File: config.mk
export PLATFORM = sky130hd
export DESIGN_NAME = cmi_line_encoder
export DESIGN_NICKNAME = d
export VERILOG_FILES = /design/src/rtl/cmi_enc_pkg.sv /design/src/rtl/cmi_viol_ctl.sv /design/src/rtl/cmi_symbol_map.sv /design/src/rtl/cmi_line_encoder.sv
export SDC_FILE = /design/constraint.sdc
export NUM_CORES = 1
export LEC_CHECK = 0
export BUFFER_PORTS_ARGS = -buffer_cell sky130_fd_sc_hd__buf_4
export CORE_AREA = 2 2 39 41
export CTS_BUF_LIST = sky130_fd_sc_hd__clkbuf_4
export DETAILED_ROUTE_END_ITERATION = 12
export DIE_AREA = 0 0 41 43
export PLACE_DENSITY = 0.39
export SLEW_MARGIN = 10
export SYNTH_ARGS = -nofsm -noshare
export SYNTH_HDL_FRONTEND = slang
export SYNTH_SLANG_ARGS = --single-unit
File: constraint.sdc
create_clock -name clk -period 0.9 [get_ports clk]
set_input_delay 0.09 -clock clk [delete_from_list [all_inputs] [get_ports clk]]
set_output_delay 0.09 -clock clk [all_outputs]
set_load 0.01 [all_outputs]
File: src/rtl/cmi_enc_pkg.sv
package cmi_enc_pkg;
  // Pair of half-bit symbols emitted for one input bit
  typedef struct packed {
    logic first;
    logic second;
  } halves_t;

  // Level used for a 0 bit in CMI, per half
  localparam logic ZERO_FIRST  = 1'b0;
  localparam logic ZERO_SECOND = 1'b1;
endpackage

File: src/rtl/cmi_viol_ctl.sv
module cmi_viol_ctl (
  input  logic clk,
  input  logic rst,
  input  logic req,
  input  logic enable,
  input  logic apply,
  output logic pending
);
  logic req_q;
  logic pend_q;
  logic req_rise;

  assign req_rise = req & ~req_q;
  assign pending  = pend_q;

  always_ff @(posedge clk) begin
    if (rst) begin
      req_q  <= 1'b0;
      pend_q <= 1'b0;
    end else begin
      req_q <= req;
      if (!enable)
        pend_q <= 1'b0;
      else if (apply)
        pend_q <= 1'b0;
      else if (req_rise)
        pend_q <= 1'b1;
    end
  end

  // an armed violation survives extra edges until consumed
  assert_hold_armed_R8: assert property (@(posedge clk) disable iff (rst)
    (pend_q && !apply && enable) |=> pend_q);
  // consuming the violation disarms it
  assert_single_use_R8: assert property (@(posedge clk) disable iff (rst)
    apply |=> !pend_q);
  // nothing stays armed in NRZ mode
  assert_nrz_disarm_R9: assert property (@(posedge clk) disable iff (rst)
    !enable |=> !pend_q);
endmodule

File: src/rtl/cmi_symbol_map.sv
module cmi_symbol_map
  import cmi_enc_pkg::*;
(
  input  logic    bit_val,
  input  logic    nrz,
  input  logic    mark_lvl,
  input  logic    viol_armed,
  output halves_t sym,
  output logic    mark_nxt,
  output logic    consume
);
  always_comb begin
    sym      = '{first: bit_val, second: bit_val};
    mark_nxt = mark_lvl;
    consume  = 1'b0;
    if (!nrz) begin
      if (!bit_val) begin
        sym = '{first: ZERO_FIRST, second: ZERO_SECOND};
      end else if (viol_armed) begin
        // repeat the previous mark level, keep alternation state
        sym     = '{first: ~mark_lvl, second: ~mark_lvl};
        consume = 1'b1;
      end else begin
        sym      = '{first: mark_lvl, second: mark_lvl};
        mark_nxt = ~mark_lvl;
      end
    end
  end
endmodule

File: src/rtl/cmi_line_encoder.sv
module cmi_line_encoder
  import cmi_enc_pkg::*;
#(
  parameter logic FIRST_MARK_LEVEL = 1'b1
) (
  input  logic clk,
  input  logic rst,
  input  logic bit_stb,
  input  logic bit_in,
  input  logic nrz_mode,
  input  logic viol_req,
  output logic line_out,
  output logic double_rate
);
  halves_t sym;
  logic    mark_q;
  logic    mark_nxt;
  logic    consume;
  logic    armed;
  logic    half2_q;

  cmi_viol_ctl u_viol (
    .clk     (clk),
    .rst     (rst),
    .req     (viol_req),
    .enable  (~nrz_mode),
    .apply   (bit_stb & consume),
    .pending (armed)
  );

  cmi_symbol_map u_map (
    .bit_val    (bit_in),
    .nrz        (nrz_mode),
    .mark_lvl   (mark_q),
    .viol_armed (armed),
    .sym        (sym),
    .mark_nxt   (mark_nxt),
    .consume    (consume)
  );

  always_ff @(posedge clk) begin
    if (rst) begin
      mark_q      <= FIRST_MARK_LEVEL;
      half2_q     <= 1'b0;
      line_out    <= 1'b0;
      double_rate <= 1'b0;
    end else begin
      double_rate <= ~nrz_mode;
      if (bit_stb) begin
        line_out <= sym.first;
        half2_q  <= sym.second;
        mark_q   <= mark_nxt;
      end else begin
        line_out <= half2_q;
      end
    end
  end

  // CMI zero starts low
  assert_zero_low_first_R3: assert property (@(posedge clk) disable iff (rst)
    (bit_stb && !nrz_mode && !bit_in) |=> !line_out);
  // NRZ first half follows the data
  assert_nrz_pass_R5: assert property (@(posedge clk) disable iff (rst)
    (bit_stb && nrz_mode) |=> (line_out == $past(bit_in)));
  // rate flag tracks the mode one edge later
  assert_rate_flag_R6: assert property (@(posedge clk) disable iff (rst)
    1'b1 |=> (double_rate == !$past(nrz_mode)));
  // a normal mark flips the alternation state
  assert_mark_flip_R4: assert property (@(posedge clk) disable iff (rst)
    (bit_stb && !nrz_mode && bit_in && !armed) |=> (mark_q != $past(mark_q)));
  // a violating mark leaves the alternation state alone
  assert_viol_keeps_state_R7: assert property (@(posedge clk) disable iff (rst)
    (bit_stb && !nrz_mode && bit_in && armed) |=> $stable(mark_q));
  // without a strobe the output holds
  assert_hold_second_R2: assert property (@(posedge clk) disable iff (rst)
    (!bit_stb && !$past(bit_stb)) |=> $stable(line_out));
endmodule

# Word-level counts from Yosys, hierarchy flattened
# Index checks and enable logic that the tools add are counted.
# Widths: inputs -> output; s select.
[totals]
regBits = 6
inputBits = 6
out_inout_bits = 2
elab_cells = 21
[classes]
mux = 7
bitwise_logic = 6
n_reduce_logical = 2
[ops]
columns = ["cell", "count"]
rows = [
  ["$mux 2", 3],
  ["$mux 1", 4],
  ["$not 1->1", 4],
  ["$reduce_and 4->1", 1],
  ["$reduce_or 3->1", 1],
  ["$and 1x1->1", 2],
]

# Logic depth before layout (Yosys ltp)
[logic_depth]
depth_word = 5
depth_mapped = 2
ltp_nobuf = 2

# Modules after synthesis
# A second synthesis with hierarchy kept.
[hier_totals]
cells_unflattened = 29
hier_area_um2 = 264.0
[modules_own_cells]
columns = ["mod", "instances", "cells_each", "area_per_inst_um2", "seq_area_each_um2"]
rows = [
  ["cmi_line_encoder", 1, 14, 132.6, 80.1],
  ["cmi_viol_ctl", 1, 6, 66.3, 40.0],
  ["cmi_symbol_map", 1, 9, 65.1, 0.0],
]

# Worst setup path before layout
# OpenSTA, ideal clock, no wires.
[synth_timing]
path_type = "register -> register"
start = "register u_viol.pend_q, in the netlist u_viol.pending"
end = "register half2_q"
arrival_ns = 0.723
setup_slack_ns = 0.074
path_stages_with_launch = 3
n_path_buf = 0
synth_period_minus_slack_ns = 0.826
cell_sequence = "dfxtp_1 -> xnor2_1 -> a2111oi_2"
[synth_via]
elab_chain_len = 3
[synth_rtl]
columns = ["item", "line_no", "text"]
rows = [
  ["start: declaration", "cmi_viol_ctl.sv:10", "logic pend_q;"],
  ["start signal: assignment", "cmi_viol_ctl.sv:19", "pend_q <= 1'b0;"],
  ["start signal: assignment", "cmi_viol_ctl.sv:23", "pend_q <= 1'b0;"],
  ["start signal: assignment", "cmi_viol_ctl.sv:25", "pend_q <= 1'b0;"],
  ["$mux 2", "cmi_symbol_map.sv:19", "end else if (viol_armed) begin"],
  ["$mux 2", "cmi_symbol_map.sv:17", "if (!bit_val) begin"],
  ["$mux 2", "cmi_symbol_map.sv:16", "if (!nrz) begin"],
  ["end signal: assignment", "cmi_line_encoder.sv:51", "half2_q <= sym.second;"],
  ["end: declaration", "cmi_line_encoder.sv:20", "logic half2_q;"],
]
# No other way between the ends.
# A chain may end at the register's enable or synchronous reset.

# Final worst setup path
[layout_timing]
start = "register mark_q"
end = "register half2_q"
[layout_via]
elab_chain_len = 4
[layout_rtl]
columns = ["item", "line_no", "text"]
rows = [
  ["start: declaration", "cmi_line_encoder.sv:16", "logic mark_q;"],
  ["start signal: assignment", "cmi_line_encoder.sv:52", "mark_q <= mark_nxt;"],
  ["$not 1->1", "cmi_symbol_map.sv:21", "sym = '{first: ~mark_lvl, second: ~mark_lvl};"],
  ["$mux 2 (*)", "cmi_symbol_map.sv:19", ""],
  ["$mux 2 (*)", "cmi_symbol_map.sv:17", ""],
  ["$mux 2 (*)", "cmi_symbol_map.sv:16", ""],
]
# Mark *: on every way between the ends. The rest lies on a longest branch, timed or not.

==> qor.yml <==
synth_area_leaders: "dfxtp_1, mux2i_1, a2111oi_2, and4bb_2, nor2b_1"
cts_buffer_depth: 2
min_path_type: "in2reg"
drc: 0
final_cells: 51
p_per_area_nw_per_um2: 1570
p_total_mw: 0.640
cts_tree: "built"
wire_per_inst_um: 10.1
met2_usage_pct: 9.38
ys_seq_area_share_pct: 46.2
regArea_um2: 125
via_per_inst: 4.20
crit_type: "reg2reg"
die_w_um: 41
relSlewSlack_pct: 84.4
drive_gt1_share_pct: 51.4
die_y_um: 43
cts_sinks: 6
rows: 14
pin_count: 8
path_clk_slew_ns: 0.04
postRouteAntennaNets: 0
overflow: 0
synth-seq-cells: 6
grtUsageMet1_pct: 9.68
grt_pass1_vias: 202
numCtsBuffers: 3
finalClockSkew_ns: 0.00184
port-buffer-count: 7
yosys_warnings: 0
setup_slack_ns: -0.0364
leakage_nw: 0.171
yosysTopAreaCell: "dfxtp_1"
status: "finished with violations"
cts-htree-levels: 1
rsz0062_at_grt: "yes"
routed_wl_um: 514
grtUsageTotal_pct: 8.14
synth.avg_cell_area_um2: 10.8
final_max_slew_viol_count: 0
cp-end-kind: "flip-flop"
fin_crit_ns: 0.936
grt_pass1_wl_um: 897
synth_top_area_share_pct: 46.2
design.core.area_um2: 1380
fmax_mhz: 1070
vias: 214
fillers: 151
path_max_fanout: 3
fin_area_um2: 408
use_met3_pct: 4.71
syn_nets: 30
min_period_over_period_pct: 104
antenna_found_initial: 0
placed_area_um2: 333
ir_drop_v: 0.000542
maxCapViolCount: 0
synth_area_um2: 260
grt-busiest-layer: "met1"
drtIter0Drc: 2
final_nets: 43
whs_ns: 0.0572
die_area_um2: 1760
cts-root-buf: "clkbuf_4"
setup_viol: 1
start_util_pct: 18.8
required_ns: 1.04
multi_input_area_um2: 173
dp.final_hpwl_um: 377
worst_slew_pin_slew_ns: 0.234
violations: "negative setup slack"
yosysUniqueCellTypes: 15
first_pass_iters: 2
utilization_pct: 29.5
antenna_cells: 0
synthCells: 24
grt_max_degree: 8
hold_viol_final: 0
syn2layout_area_growth_pct: 56.7
finalWeightedCongestion: 0.700
cp.arrival_ns: 1.08
dp_cells: 47
cp-start-kind: "flip-flop"
insertion_delay_ns: 0.24
-- critical path, cell delays in order, from the launching register on --
cell,delay [ns]
dfxtp_2,0.35
xnor2_4,0.16
a2111oi_4,0.33
-- synth_stat cells --
cell type	n
nor2_1	3
nand2b_1	1
xnor2_1	1
and3b_2	1
and3b_1	1
a311oi_1	1
nor3b_1	1
mux2i_1	2
nor2b_1	2
and4bb_2	1
a2111oi_2	1
inv_1	1
o21a_1	1
dfxtp_1	6
a21boi_0	1
-- where the power goes --
group | leakage (nW) | total, mW | switching, mW | internal (mW)
logic | 0.107 | 0.103 | 0.0410 | 0.0616
clock network | 0.0138 | 0.242 | 0.0911 | 0.150
registers | 0.0500 | 0.296 | 0.0134 | 0.282
total | 0.171 | 0.640 | 0.146 | 0.494
-- stage by stage --
stage	worst slack [ns]	TNS, ns
2_1_floorplan	0.0737	0
3_3_place_gp	-0.0135	-0.0135
3_5_place_dp	-0.00517	-0.00517
4_1_cts	0.000884	0
5_1_grt	-0.0961	-0.113
6_report	-0.0364	-0.0364
-- sequential cells by signal, summed over array words and instances, names as in the netlist --
register	count
double_rate	1
u_viol.req_q	1
u_viol.pending	1
line_out	1
half2_q	1
mark_q	1
-- cell families after synthesis --
group / after synthesis / synth area share (%)
mux: 2 / 7.69
simple gates: 10 / 26.4
xor+xnor: 1 / 3.37
buf+inv: 1 / 1.44
compound gates: 4 / 14.9
flops: 6 / 46.2
-- repair_timing --
item / in CTS / in global routing
pin swaps: 0 / 3
endpoints found under the setup margin: 1 / 2
hold buffers: 0 / 0
buffers inserted: 0 / 1
gates resized for setup: 1 / 8
-- placed cells by master, fill, tap and decap left out --
cell type / instances
clkbuf_4: 3
o21a_1: 1
and4bb_2: 1
xnor2_4: 1
dfxtp_2: 1
a21boi_1: 1
dfxtp_1: 4
and3b_2: 1
inv_1: 1
buf_4: 7
a311oi_1: 1
mux2i_1: 2
nand2b_1: 1
nor3b_2: 1
nor2_1: 3
a2111oi_4: 1
and3b_1: 1
buf_6: 1
dfxtp_4: 1
nor2b_1: 2
-- metal layers --
layer  part of all wire, %  wire (um)
met1                    45        231
met2                    46        235
met3                   9.1         47
met4                     0          0
met5                     0          0
-- area by class of cell --
cell class	instances	share of cell area, %
sequential	6	30.7
timing repair buffer	8	15.6
inverter	1	0.920
multi-input combinational	17	42.3
tap	16	4.91
clock buffer	3	5.52
-- worst paths after layout --
kind | cells past startpoint | slack [ns] | end | start
max | 2 | -0.04 | half2_q | mark_q
min | 2 | 0.06 | double_rate | nrz_mode
max reg2reg | 2 | -0.04 | half2_q | mark_q
min reg2reg | 2 | 0.51 | line_out | half2_q
Note: power is estimated with default switching activity, not from simulation.
